### src/rtl/cop_dbg_pkg.sv
package cop_dbg_pkg;
   typedef enum logic [1:0] {
      ST_IDLE = 2'd0,
      ST_RUN  = 2'd1,
      ST_HALT = 2'd2,
      ST_STEP = 2'd3
   } dbg_state_t;
endpackage

### src/rtl/cop_dbg_fsm.sv
module cop_dbg_fsm
   import cop_dbg_pkg::*;
#(
   parameter int CHID_W = 7
) (
   input  logic              clk,
   input  logic              rst_n,
   input  logic [CHID_W-1:0] chan_id,
   input  logic              brk_tag,
   input  logic              brk_force,
   input  logic              dbg_wr,
   input  logic              dbg_wdata,
   input  logic              step_req,
   input  logic              secured,
   output logic              core_go,
   output logic              debug_mode
);
   generate
      if (CHID_W < 1) begin : g_bad_chid
         $error("CHID_W must be at least 1");
      end
   endgenerate

   dbg_state_t state_q, state_d;
   logic thread, clr_req, set_req, step_ok;

   assign thread  = |chan_id;
   assign clr_req = dbg_wr & ~dbg_wdata;
   assign set_req = dbg_wr & dbg_wdata;
   assign step_ok = step_req & ~secured & thread;

   always_comb begin
      state_d = state_q;
      core_go = 1'b0;
      unique case (state_q)
         ST_IDLE: begin
            if (set_req || brk_force) state_d = ST_HALT;
            else if (thread)          state_d = ST_RUN;
         end
         ST_RUN: begin
            core_go = thread & ~brk_tag;
            if (thread && brk_tag)          state_d = ST_HALT;
            else if (brk_force || set_req)  state_d = ST_HALT;
            else if (!thread)               state_d = ST_IDLE;
         end
         ST_HALT: begin
            if (clr_req)      state_d = thread ? ST_RUN : ST_IDLE;
            else if (step_ok) state_d = ST_STEP;
         end
         ST_STEP: begin
            core_go = thread;
            if (clr_req) state_d = thread ? ST_RUN : ST_IDLE;
            else         state_d = ST_HALT;
         end
         default: state_d = ST_IDLE;
      endcase
   end

   always_ff @(posedge clk or negedge rst_n) begin
      if (!rst_n) state_q <= ST_IDLE;
      else        state_q <= state_d;
   end

   assign debug_mode = (state_q == ST_HALT) || (state_q == ST_STEP);

   assert_tag_blocks_R1: assert property (@(posedge clk) disable iff (!rst_n)
      (state_q == ST_RUN && brk_tag) |-> !core_go);
   assert_tag_halts_R1: assert property (@(posedge clk) disable iff (!rst_n)
      (state_q == ST_RUN && brk_tag && thread) |=> debug_mode);
   assert_force_halts_R2: assert property (@(posedge clk) disable iff (!rst_n)
      (state_q == ST_RUN && brk_force) |=> (debug_mode && !core_go));
   assert_stay_halted_R4: assert property (@(posedge clk) disable iff (!rst_n)
      (debug_mode && !clr_req) |=> debug_mode);
   assert_exit_R5: assert property (@(posedge clk) disable iff (!rst_n)
      (debug_mode && clr_req) |=> !debug_mode);
   assert_secure_step_R9: assert property (@(posedge clk) disable iff (!rst_n)
      (state_q == ST_HALT && secured) |=> (state_q != ST_STEP));
   assert_single_step_R10: assert property (@(posedge clk) disable iff (!rst_n)
      (state_q == ST_STEP) |=> (state_q != ST_STEP));
   assert_halt_no_go_R4: assert property (@(posedge clk) disable iff (!rst_n)
      (state_q == ST_HALT) |-> !core_go);
endmodule

### src/rtl/cop_dbg_access.sv
module cop_dbg_access #(
   parameter int DATA_W    = 16,
   parameter int SEL_W     = 4,
   parameter int NUM_GPR   = 8,
   parameter bit REG_RDATA = 1'b1
) (
   input  logic              clk,
   input  logic              rst_n,
   input  logic              secured,
   input  logic [SEL_W-1:0]  acc_sel,
   input  logic              acc_rd,
   input  logic              acc_wr,
   input  logic [DATA_W-1:0] acc_wdata,
   output logic [DATA_W-1:0] acc_rdata,
   input  logic [DATA_W-1:0] core_rdata,
   output logic [SEL_W-1:0]  core_sel,
   output logic              core_we,
   output logic [DATA_W-1:0] core_wdata
);
   localparam int NUM_VIS = NUM_GPR + 2;

   generate
      if (SEL_W < $clog2(NUM_VIS)) begin : g_bad_sel
         $error("SEL_W too narrow for the visible register count");
      end
      if (DATA_W < 1) begin : g_bad_data
         $error("DATA_W must be at least 1");
      end
   endgenerate

   logic              sel_ok;
   logic [DATA_W-1:0] rd_value;

   assign sel_ok     = (int'(acc_sel) < NUM_VIS);
   assign core_sel   = acc_sel;
   assign core_wdata = acc_wdata;
   assign core_we    = acc_wr & ~secured & sel_ok;
   assign rd_value   = (secured || !sel_ok) ? '0 : core_rdata;

   generate
      if (REG_RDATA) begin : g_rd_reg
         logic [DATA_W-1:0] rdata_q;
         always_ff @(posedge clk or negedge rst_n) begin
            if (!rst_n)      rdata_q <= '0;
            else if (acc_rd) rdata_q <= rd_value;
         end
         assign acc_rdata = rdata_q;

         assert_secure_read_zero_R7: assert property (@(posedge clk) disable iff (!rst_n)
            (acc_rd && secured) |=> (acc_rdata == '0));
         assert_read_hold_R11: assert property (@(posedge clk) disable iff (!rst_n)
            !acc_rd |=> $stable(acc_rdata));
      end else begin : g_rd_comb
         assign acc_rdata = rd_value;

         assert_secure_read_zero_R7: assert property (@(posedge clk) disable iff (!rst_n)
            secured |-> (acc_rdata == '0));
      end
   endgenerate

   assert_secure_no_write_R8: assert property (@(posedge clk) disable iff (!rst_n)
      secured |-> !core_we);
   assert_bad_sel_no_write_R11: assert property (@(posedge clk) disable iff (!rst_n)
      (int'(acc_sel) >= NUM_VIS) |-> !core_we);
endmodule

### src/rtl/cop_dbg_ctrl.sv
module cop_dbg_ctrl #(
   parameter int DATA_W    = 16,
   parameter int SEL_W     = 4,
   parameter int NUM_GPR   = 8,
   parameter int CHID_W    = 7,
   parameter bit REG_RDATA = 1'b1
) (
   input  logic              clk,
   input  logic              rst_n,
   input  logic [CHID_W-1:0] chan_id,
   input  logic              brk_tag,
   input  logic              brk_force,
   input  logic              dbg_wr,
   input  logic              dbg_wdata,
   input  logic              step_req,
   input  logic              secured,
   input  logic [SEL_W-1:0]  acc_sel,
   input  logic              acc_rd,
   input  logic              acc_wr,
   input  logic [DATA_W-1:0] acc_wdata,
   output logic [DATA_W-1:0] acc_rdata,
   input  logic [DATA_W-1:0] core_rdata,
   output logic [SEL_W-1:0]  core_sel,
   output logic              core_we,
   output logic [DATA_W-1:0] core_wdata,
   output logic              core_go,
   output logic              debug_mode
);
   cop_dbg_fsm #(.CHID_W(CHID_W)) i_fsm (
      .clk        (clk),
      .rst_n      (rst_n),
      .chan_id    (chan_id),
      .brk_tag    (brk_tag),
      .brk_force  (brk_force),
      .dbg_wr     (dbg_wr),
      .dbg_wdata  (dbg_wdata),
      .step_req   (step_req),
      .secured    (secured),
      .core_go    (core_go),
      .debug_mode (debug_mode)
   );

   cop_dbg_access #(
      .DATA_W    (DATA_W),
      .SEL_W     (SEL_W),
      .NUM_GPR   (NUM_GPR),
      .REG_RDATA (REG_RDATA)
   ) i_access (
      .clk        (clk),
      .rst_n      (rst_n),
      .secured    (secured),
      .acc_sel    (acc_sel),
      .acc_rd     (acc_rd),
      .acc_wr     (acc_wr),
      .acc_wdata  (acc_wdata),
      .acc_rdata  (acc_rdata),
      .core_rdata (core_rdata),
      .core_sel   (core_sel),
      .core_we    (core_we),
      .core_wdata (core_wdata)
   );

   assert_reset_idle_R13: assert property (@(posedge clk) disable iff (!rst_n)
      (!debug_mode && chan_id == '0) |-> !core_go);
endmodule

### config.mk
export PLATFORM = sky130hd
export DESIGN_NAME = cop_dbg_ctrl
export DESIGN_NICKNAME = d
export VERILOG_FILES = /design/src/rtl/cop_dbg_pkg.sv /design/src/rtl/cop_dbg_fsm.sv /design/src/rtl/cop_dbg_access.sv /design/src/rtl/cop_dbg_ctrl.sv
export SDC_FILE = /design/constraint.sdc
export NUM_CORES = 1
export LEC_CHECK = 0
export BUFFER_PORTS_ARGS = -buffer_cell sky130_fd_sc_hd__buf_2
export CAP_MARGIN = 20
export CORE_MARGIN = 10
export CORE_UTILIZATION = 35
export CTS_BUF_LIST = sky130_fd_sc_hd__clkbuf_4 sky130_fd_sc_hd__clkbuf_8 sky130_fd_sc_hd__clkbuf_16
export DETAILED_ROUTE_END_ITERATION = 7
export PLACE_DENSITY = 0.76
export SLEW_MARGIN = 5
export SYNTH_ARGS = -nofsm -noshare
export SYNTH_HDL_FRONTEND = slang
export SYNTH_HIERARCHICAL = 1
export SYNTH_SLANG_ARGS = --single-unit
### constraint.sdc
create_clock -name clk -period 1.6 [get_ports clk]
set_clock_uncertainty 0.15 [all_clocks]
set_input_delay 0.4 -clock clk [delete_from_list [all_inputs] [get_ports clk]]
set_output_delay 0.4 -clock clk [all_outputs]
set_load 0.005 [all_outputs]
Yosys cells after proc, flatten, opt, wreduce, memory -nomap -nowiden. Index checks and enable logic that the tools add are counted.

Multiplexer cells: 12. Order comparisons: 1. Reduce and logical (&&, ||, !) cells: 8. Equal/unequal tests: 6. Bitwise operators: 10.

Operator list (count): $mux W16 (1); $mux W2 (8); $pmux W2 S4 (1); $and A1 B1 Y1 (7); $reduce_or A7 Y1 (1); $ne A3 B1 Y1 const B (2); $eq A2 B2 Y1 const B (2); $lt A4 B4 Y1 const B (1); $ne A4 B4 Y1 const B (1); $logic_or A1 B1 Y1 (3); $not A1 Y1 (3); $reduce_and A3 Y1 (1); $eq A2 B1 Y1 const B (1); $logic_not A2 Y1 (1); $pmux W1 S2 (1); $logic_and A1 B1 Y1 (1); $logic_not A1 Y1 (1); $mux W1 (1).

Word-level logic and storage cells: 39. Output and inout bits: 39. Input bits: 53. Register bits: 18.

Longest topological paths before layout. Gate-level depths: netlist of run 1.

Depth after elaboration: 6. Mapped depth: 4. Depth with buffers taken out: 3.

By module. Netlist of run 1, hierarchy kept.

By module, submodules not included: cop_dbg_access (area each 959.7 um2, seq. area each 400.4 um2, instances 1, cells each 93); cop_dbg_fsm (area each 195.2 um2, seq. area each 50.0 um2, instances 1, cells each 20).

Worst setup path before layout of run 1. Ideal clock, no wire load.

Path kind: input -> output. From: input chan_id[4]. To: output core_go. Slack: -185 ps. Data required time: 1050 ps. Cell stages on the path: 3. Data arrival time: 1235 ps. Cell sequence: or4_4 o41ai_4 a21oi_1.

Cells in the longest elaborated chain, start to end: 3.

Ends and longest elaborated chain: start, declared (line cop_dbg_ctrl.sv:10) `input logic [CHID_W-1:0] chan_id,`; $reduce_or A7 Y1 (*) (line cop_dbg_fsm.sv:27) `assign thread = |chan_id;`; $and A1 B1 Y1 (line cop_dbg_fsm.sv:41) `core_go = thread & ~brk_tag;`; $pmux W1 S2 (*) (line cop_dbg_fsm.sv:35) `unique case (state_q)`; end, declared (line cop_dbg_ctrl.sv:26) `output logic core_go,`.

Mark *: on every way between the ends. The rest lies on a longest branch, timed or not.

Worst setup path in the final report of run 1. Ends and elaborated chain as after synthesis.

==> metrics.md, run 1 <==
| Metric | Value |
|---|---|
| Final hold vios | `0` |
| Adder-cell area share of the yosys netlist | `0%` |
| Fmax | `0.491 GHz` |
| Logic pwr share | `around a quarter` |
| Crit-path slowest cell | `or4_4` |
| Crit end category | `primary output` |
| Fin. max-slew vios | `0` |
| CTS H-Tree Depth | `1` |
| Remaining routing DRC violations | `0` |
| Vias in the first global route | `987` |
| Area growth syn-to-layout | `19.6%` |
| Largest net degree at the start of global routing | `33` |
| Mapped Nets | `between 150 and 200` |
| Die height | `77.4 um` |
| Pwr/cell area | `766 nW/um^2` |
| Switching fraction of total power | `28.1%` |
| Top-level I/O count | `92` |
| Distinct cell type count after synthesis | `26` |
| Core Region | `3100 um^2` |
| Final Power | `1.06 mW` |
| Syn avg cell area | `10.2 um^2` |
| Via density | `4.62` |
| Synth Area in Compound Gates | `about a quarter` |
| GRT overflow | `0` |
| Hold WS | `0.191 ns` |
| Final HPWL DP | `about 2.4 mm` |
| Tightest Pin Transition | `approximately 0.41 ns` |
| Starting Density | `37.2%` |
| Drt wl/cell | `~15 um` |
| Yosys reg bits | `18` |
| Total iterations of the first detailed-routing run | `4` |
| Sequential area share after synthesis | `39.0%` |
| Maximum clock insertion buffer count | `2` |
| Inst Count DP | `190` |
| TritonCTS clock tree | `done` |
| RR Endpoint | `i_fsm/state_q[0]` |
| Status | `finished with violations` |
| Peak VDD IR | `0.344 mV` |
| Layout Nets | `205` |
| Top delay family on crit path | `simple AND/OR/NAND/NOR gates` |
| Layout Cells excl Fill | `195` |
| Worst flop-to-flop path startpoint | `i_fsm/state_q[1]` |
| Ant diodes | `0` |
| Crit path largest cell delay | `0.54 ns` |
| Hold Crit Start | `core_rdata[4]` |
| GPL Wtd Cong | `0.709` |
| Rows | `20` |
| Via count | `900` |
| Final ANT Viol Nets | `0` |
| Synth Area in XOR/XNOR | `0%` |
| Clock Sinks | `18` |
| Post-Synthesis Cells | `approximately 110` |
| Reg power frac | `48.4%` |
| Share of layout cells above drive strength 1 | `51.7%` |
| Buffers on Ports | `57` |
| Critical path fanouts, max | `2` |
| Max transition margin | `approximately 73%` |
| Mapped cell area | `1150 um^2` |
| Period minus WS final | `2.04 ns` |
| Min-Delay Path Class | `primary input to flip-flop` |
| Worst Hold Depth | `3` |
| DP Worst Slack | `-0.463 ns` |
| WP data required | `1.05 ns` |
| Gr usage total | `9.93%` |
| Simple-Gate Fraction of Synth Area | `between 10% and 20%` |
| Leak | `0.686 nW` |
| CP cell instances | `buf_6, or4_4, o41ai_4, a21oi_1, buf_2` |
| WHS Endpoint | `i_access/acc_rdata[4]` |
| Startpoint Class | `primary input` |
| Detailed Route WL | `3.01 mm` |
| Internal | `~0.76 mW` |
| Worst-Skew Late Latency | `0.29 ns` |
| Clock root cell | `clkbuf_4` |
| # Post-CTS Setup Buffers | `0` |
| CTS buffer count | `3` |
| Worst-path clk slew | `0.11 ns` |
| Ys Warns | `6` |
| Tcrit/Tclk final | `127%` |
| Number of fill cells | `344` |
| Clk pwr share | `between 20% and 30%` |
| RSZ-0062 raised after global routing | `true` |
| Buf/Inv on CP | `2` |
| CP Class | `primary input to primary output` |
| Worst r2r path cells | `3` |
| Failing checks | `setup timing` |
| Drt initial violations | `16` |
| Critical Path AT | `1.49 ns` |
| Setup violators final | `1` |
| Initial antenna violation count | `0` |
| Chip width | `77.4 um` |
| Total of max-cap violations | `0` |
| Sw Pwr | `~0.3 mW` |
| Flop2flop setup slack | `0.18 ns` |
| DIE AREA | `6000 um^2` |
| Mux cell area share after synthesis | `0%` |
| Final worst setup slack | `-0.438 ns` |
| Layout Utilization | `44.5%` |
| First-pass GRT wire length | `4.97 mm` |
| Largest family of logic cells by synthesized area | `compound AO/OA/AOI/OAI gates` |
-- how the worst max path moves through the flow --
stage / slack [ns] / cells past startpoint / end / startpoint
after floorplan: -0.19 / 3 / core_go / chan_id[4]
after global placement: -0.41 / 5 / core_go / chan_id[4]
after detailed placement: -0.46 / 5 / core_go / chan_id[4]
after CTS: -0.45 / 5 / core_go / chan_id[4]
after global routing: -0.49 / 5 / core_go / chan_id[4]
final: -0.44 / 5 / core_go / chan_id[4]
-- stage by stage --
step                setup TNS (ns)  area, um^2
global route                -0.488        1380
detailed placement          -0.575        1320
CTS                         -0.446        1380
floorplan                   -0.185        1150
finish                      -0.438        1380
global placement            -0.490        1320
-- power groups by stage --
stage	Clock (mW)	Sequential (mW)	Combinational, mW
after floorplan	0	0.524	0.176
after global placement	0	0.520	0.258
after detailed placement	0	0.521	0.263
after CTS	0.300	0.513	0.268
after global routing	0.317	0.518	0.290
final	0.286	0.512	0.261
-- logic make-up after synthesis --
group                  Yosys count
DFF                             18
buffers and inverters           46
AOI/OAI and AO/OA               24
and+or+nand+nor                 25
-- worst register-to-register path, delay by kind of cell, from the launching register on --
kind	cells	cell delay, ns
compound gates	2	0.30
simple gates	1	0.51
flops	1	0.39
-- synth_stat cells --
cell type | number | area, um^2
nand2_1 | 17 | 63.8
or4_4 | 1 | 11.3
buf_12 | 1 | 20.0
nor2_1 | 1 | 3.75
inv_1 | 18 | 67.6
a211oi_1 | 2 | 15.0
buf_4 | 20 | 150
buf_6 | 1 | 11.3
nor4_1 | 1 | 6.26
o32ai_1 | 7 | 61.3
o21a_1 | 1 | 7.51
a22o_1 | 1 | 8.76
nor2b_1 | 1 | 6.26
a21oi_1 | 2 | 10.0
buf_2 | 4 | 20.0
or4b_1 | 1 | 10.0
and4bb_2 | 1 | 12.5
a22oi_1 | 1 | 7.51
dfrtp_1 | 18 | 450
o41ai_4 | 1 | 27.5
o32ai_2 | 8 | 130
clkbuf_1 | 1 | 3.75
nor3b_1 | 1 | 7.51
dlygate4sd1_1 | 1 | 8.76
o32ai_4 | 1 | 27.5
nand2b_1 | 1 | 6.26
-- layout make-up --
| class | instances | area (um^2) | area share (%) |
|---|---|---|---|
| Tap cell | 44 | 55.1 | 3.99 |
| Multi-Input combinational cell | 49 | 428 | 31.0 |
| Timing Repair Buffer | 62 | 344 | 24.9 |
| Clock buffer | 4 | 36.3 | 2.63 |
| Sequential cell | 18 | 450 | 32.6 |
| Inverter | 18 | 67.6 | 4.89 |
-- cell usage in the layout (no fill, tap or decap), drive strengths merged, types with 2 or more instances in the layout --
master   n
a211oi   2
buf     61
a21oi    2
nand2   17
inv     18
clkbuf   4
dfrtp   18
o32ai   16
-- registers in the layout, summed over array words and instances, names as in the netlist --
signal              count
i_access/acc_rdata     16
i_fsm/state_q           2
-- per-layer routing --
| metal | GRT usage, % | vias to the layer above | part of all wire, % |
|---|---|---|---|
| met5 | 0 | - | 0 |
| met4 | 2.55 | 0 | 0.56 |
| met3 | 5.76 | 6 | 10 |
| met2 | 16.8 | 43 | 50 |
| met1 | 10.3 | 411 | 39 |
| li1 | - | 440 | - |
-- timing repair --
action,in CTS,in global routing
gates resized for setup,2,0
pin swaps,0,0
endpoints found under the hold margin,18,0
hold buffers,1,0
gates cloned,0,0
endpoints found under the setup margin,2,1
No activity file was read; power rests on OpenSTA's default activity.
==> run 2, diff against run 1 <==
--- a/config.mk
+++ b/config.mk
@@ -12,6 +12,7 @@
 export CTS_BUF_LIST = sky130_fd_sc_hd__clkbuf_4 sky130_fd_sc_hd__clkbuf_8 sky130_fd_sc_hd__clkbuf_16
 export DETAILED_ROUTE_END_ITERATION = 7
 export PLACE_DENSITY = 0.76
+export RECOVER_POWER = 25
 export SLEW_MARGIN = 5
 export SYNTH_ARGS = -nofsm -noshare
 export SYNTH_HDL_FRONTEND = slang
==> run 2 against run 1 <==
Effect of this change: the run still ends with setup timing left; setup slack is the same; die area is the same; fmax is the same; via count is the same; clock power is essentially flat; register-to-register slack is essentially flat; worst hold slack is the same; combinational power is essentially flat; critical path depth is the same; core utilization is the same; global-route usage is the same.
==> metrics.md, run 2 (synthesis results as in run 1) <==
| Metric | Value |
|---|---|
| CP Class | `primary input to primary output (unchanged)` |
| Global routing's busiest layer | `met2 (unchanged)` |
| Via density | `4.62 (unchanged)` |
| Period minus WS final | `2.04 ns (unchanged)` |
| Critical Path Source | `chan_id[4] (unchanged)` |
| Final hold vios | `0 (unchanged)` |
| Worst-path clk slew | `0.11 ns (about the same)` |
| CTS H-Tree Depth | `1 (unchanged)` |
| # Post-CTS Setup Buffers | `0 (unchanged)` |
| Fmax | `0.491 GHz (unchanged)` |
| GR Util met1 | `10.3% (unchanged)` |
| Via count | `900 (unchanged)` |
| Multi-input gate area | `428 um^2 (unchanged)` |
| Final worst setup slack | `-0.438 ns (unchanged)` |
| Drt initial violations | `16 (unchanged)` |
| Initial antenna violation count | `0 (unchanged)` |
| Worst flop-to-flop path startpoint | `i_fsm/state_q[1] (unchanged)` |
| Layout Utilization | `44.5% (unchanged)` |
| Final Power | `1.06 mW (unchanged)` |
| Remaining routing DRC violations | `0 (unchanged)` |
| Most frequent cells in the layout | `buf_2 (55), inv_1 (18), dfrtp_1 (18), nand2_1 (17), o32ai_2 (8) (was buf_2 (56), inv_1 (18), dfrtp_1 (18), nand2_1 (17), o32ai_2 (8))` |
| Final ANT Viol Nets | `0 (unchanged)` |
| Most common cell after layout, fill and taps aside | `buf_2 (unchanged)` |
| Setup crit end | `core_go (unchanged)` |
| Setup violators final | `1 (unchanged)` |
| Worst-Skew Late Latency | `0.29 ns (about the same)` |
| Drt wl/cell | `15.4 um (about the same)` |
| Met2 Use GR | `16.8% (unchanged)` |
| Area growth syn-to-layout | `19.6% (unchanged)` |
| Clock Sinks | `18 (unchanged)` |
| Layout Nets | `205 (unchanged)` |
| Failing checks | `setup timing (unchanged)` |
| Core Region | `3100 um^2 (unchanged)` |
| RR Endpoint | `i_fsm/state_q[0] (unchanged)` |
| Flop2flop setup slack | `0.18 ns (about the same)` |
| Number of fill cells | `344 (unchanged)` |
| CTS buffer count | `3 (unchanged)` |
| Buffers on Ports | `57 (unchanged)` |
| RSZ-0062 raised after global routing | `true (unchanged)` |
| Die height | `77.4 um (unchanged)` |
| Tightest Pin Transition | `0.455 ns (was 0.409 ns)` |
| Crit end category | `primary output (unchanged)` |
| Crit-path slowest cell | `or4_4 (unchanged)` |
| GPL Wtd Cong | `0.709 (unchanged)` |
| Fin. max-slew vios | `0 (unchanged)` |
| First-pass GRT wire length | `4.97 mm (unchanged)` |
| Max transition margin | `69.7% (was 72.7%)` |
| Tcrit/Tclk final | `127% (unchanged)` |
| Share of layout cells above drive strength 1 | `51.7% (unchanged)` |
| Min-Delay Path Class | `primary input to flip-flop (unchanged)` |
| WP data required | `1.05 ns (about the same)` |
| Maximum clock insertion buffer count | `2 (unchanged)` |
| Critical path fanouts, max | `2 (unchanged)` |
| Clock root cell | `clkbuf_4 (unchanged)` |
| Pwr/cell area | `766 nW/um^2 (unchanged)` |
| Peak VDD IR | `0.344 mV (unchanged)` |
| Startpoint Class | `primary input (unchanged)` |
| DP Worst Slack | `-0.463 ns (unchanged)` |
| Rows | `20 (unchanged)` |
| Detailed Route WL | `3.01 mm (about the same)` |
| Hold WS | `0.191 ns (unchanged)` |
| DIE AREA | `6000 um^2 (unchanged)` |
| CP cell instances | `buf_6, or4_4, o41ai_4, a21oi_1, buf_2 (unchanged)` |
| Status | `finished with violations (unchanged)` |
| Total iterations of the first detailed-routing run | `4 (unchanged)` |
| Grt met3 use | `5.76% (unchanged)` |
| Leak | `0.686 nW (about the same)` |
| Max reg flops | `16 (unchanged)` |
| Starting Density | `37.2% (unchanged)` |
| Critical Path AT | `1.49 ns (about the same)` |
| GRT overflow | `0 (unchanged)` |
| Worst r2r path cells | `3 (unchanged)` |
| Chip width | `77.4 um (unchanged)` |
| Ant diodes | `0 (unchanged)` |
| Crit path largest cell delay | `0.54 ns (about the same)` |
| TritonCTS clock tree | `done (unchanged)` |
| Register area | `450 um^2 (unchanged)` |
| Largest net degree at the start of global routing | `33 (unchanged)` |
| Final HPWL DP | `2.40 mm (unchanged)` |
| Top-level I/O count | `92 (unchanged)` |
| Total of max-cap violations | `0 (unchanged)` |
| Gr usage total | `9.93% (unchanged)` |
| Vias in the first global route | `987 (unchanged)` |
## run 2: cell types whose count changed in the layout (fill, tap and decap cells not counted)
| cell | delta |
|---|---|
| buf_2 | -1 |
| clkbuf_2 | +1 |
## run 2: area by class of cell
class                      count  share of cell area, %
clock buffer                   4                   2.63
multi-input combinational     49                   31.0
inverter                      18                   4.89
timing repair buffer          62                   24.9
tap                           44                   3.99
sequential                    18                   32.6
## run 2: worst min-delay path by stage
stage / cells after the start / slack (ns) / endpoint / start
5_1_grt: 3 / 0.18 / i_access/acc_rdata[4] / core_rdata[4]
4_1_cts: 3 / 0.18 / i_access/acc_rdata[15] / core_rdata[15]
3_3_place_gp: 1 / 0.21 / i_access/acc_rdata[6] / rst_n
2_1_floorplan: 0 / -0.05 / i_access/acc_rdata[0] / rst_n
6_report: 3 / 0.19 / i_access/acc_rdata[4] / core_rdata[4]
3_5_place_dp: 1 / 0.21 / i_access/acc_rdata[6] / rst_n
## run 2: per-layer routing
layer | vias to the layer above | part of all wire [%]
met2 | 43 | 50
met4 | 0 | 0.56
li1 | 440 | -
met3 | 6 | 10
met5 | - | 0
met1 | 411 | 39
## run 2: repair_timing
item                                    in CTS  in global routing
gates resized for setup                      2                  0
endpoints found under the setup margin       2                  1
endpoints found under the hold margin       18                  0
hold buffers                                 1                  0
## run 2: critical path, delay by kind of cell
| kind | cells | cell delay, ns |
|---|---|---|
| AO/OA/AOI/OAI | 2 | 0.32 |
| buffers and inverters | 2 | 0.23 |
| AND/OR/NAND/NOR | 1 | 0.54 |
## run 2: power breakdown
group          total [mW]  internal, mW  switching (mW)
clock network       0.286         0.139           0.147
registers           0.512         0.490          0.0216
logic               0.261         0.132           0.128
## run 2: metrics by stage
stage          setup TNS (ns)  std cells  area, um^2
2_1_floorplan          -0.185        113        1150
3_3_place_gp           -0.490        190        1320
3_5_place_dp           -0.575        190        1320
4_1_cts                -0.446        195        1380
5_1_grt                -0.488        195        1380
6_report               -0.438        195        1380
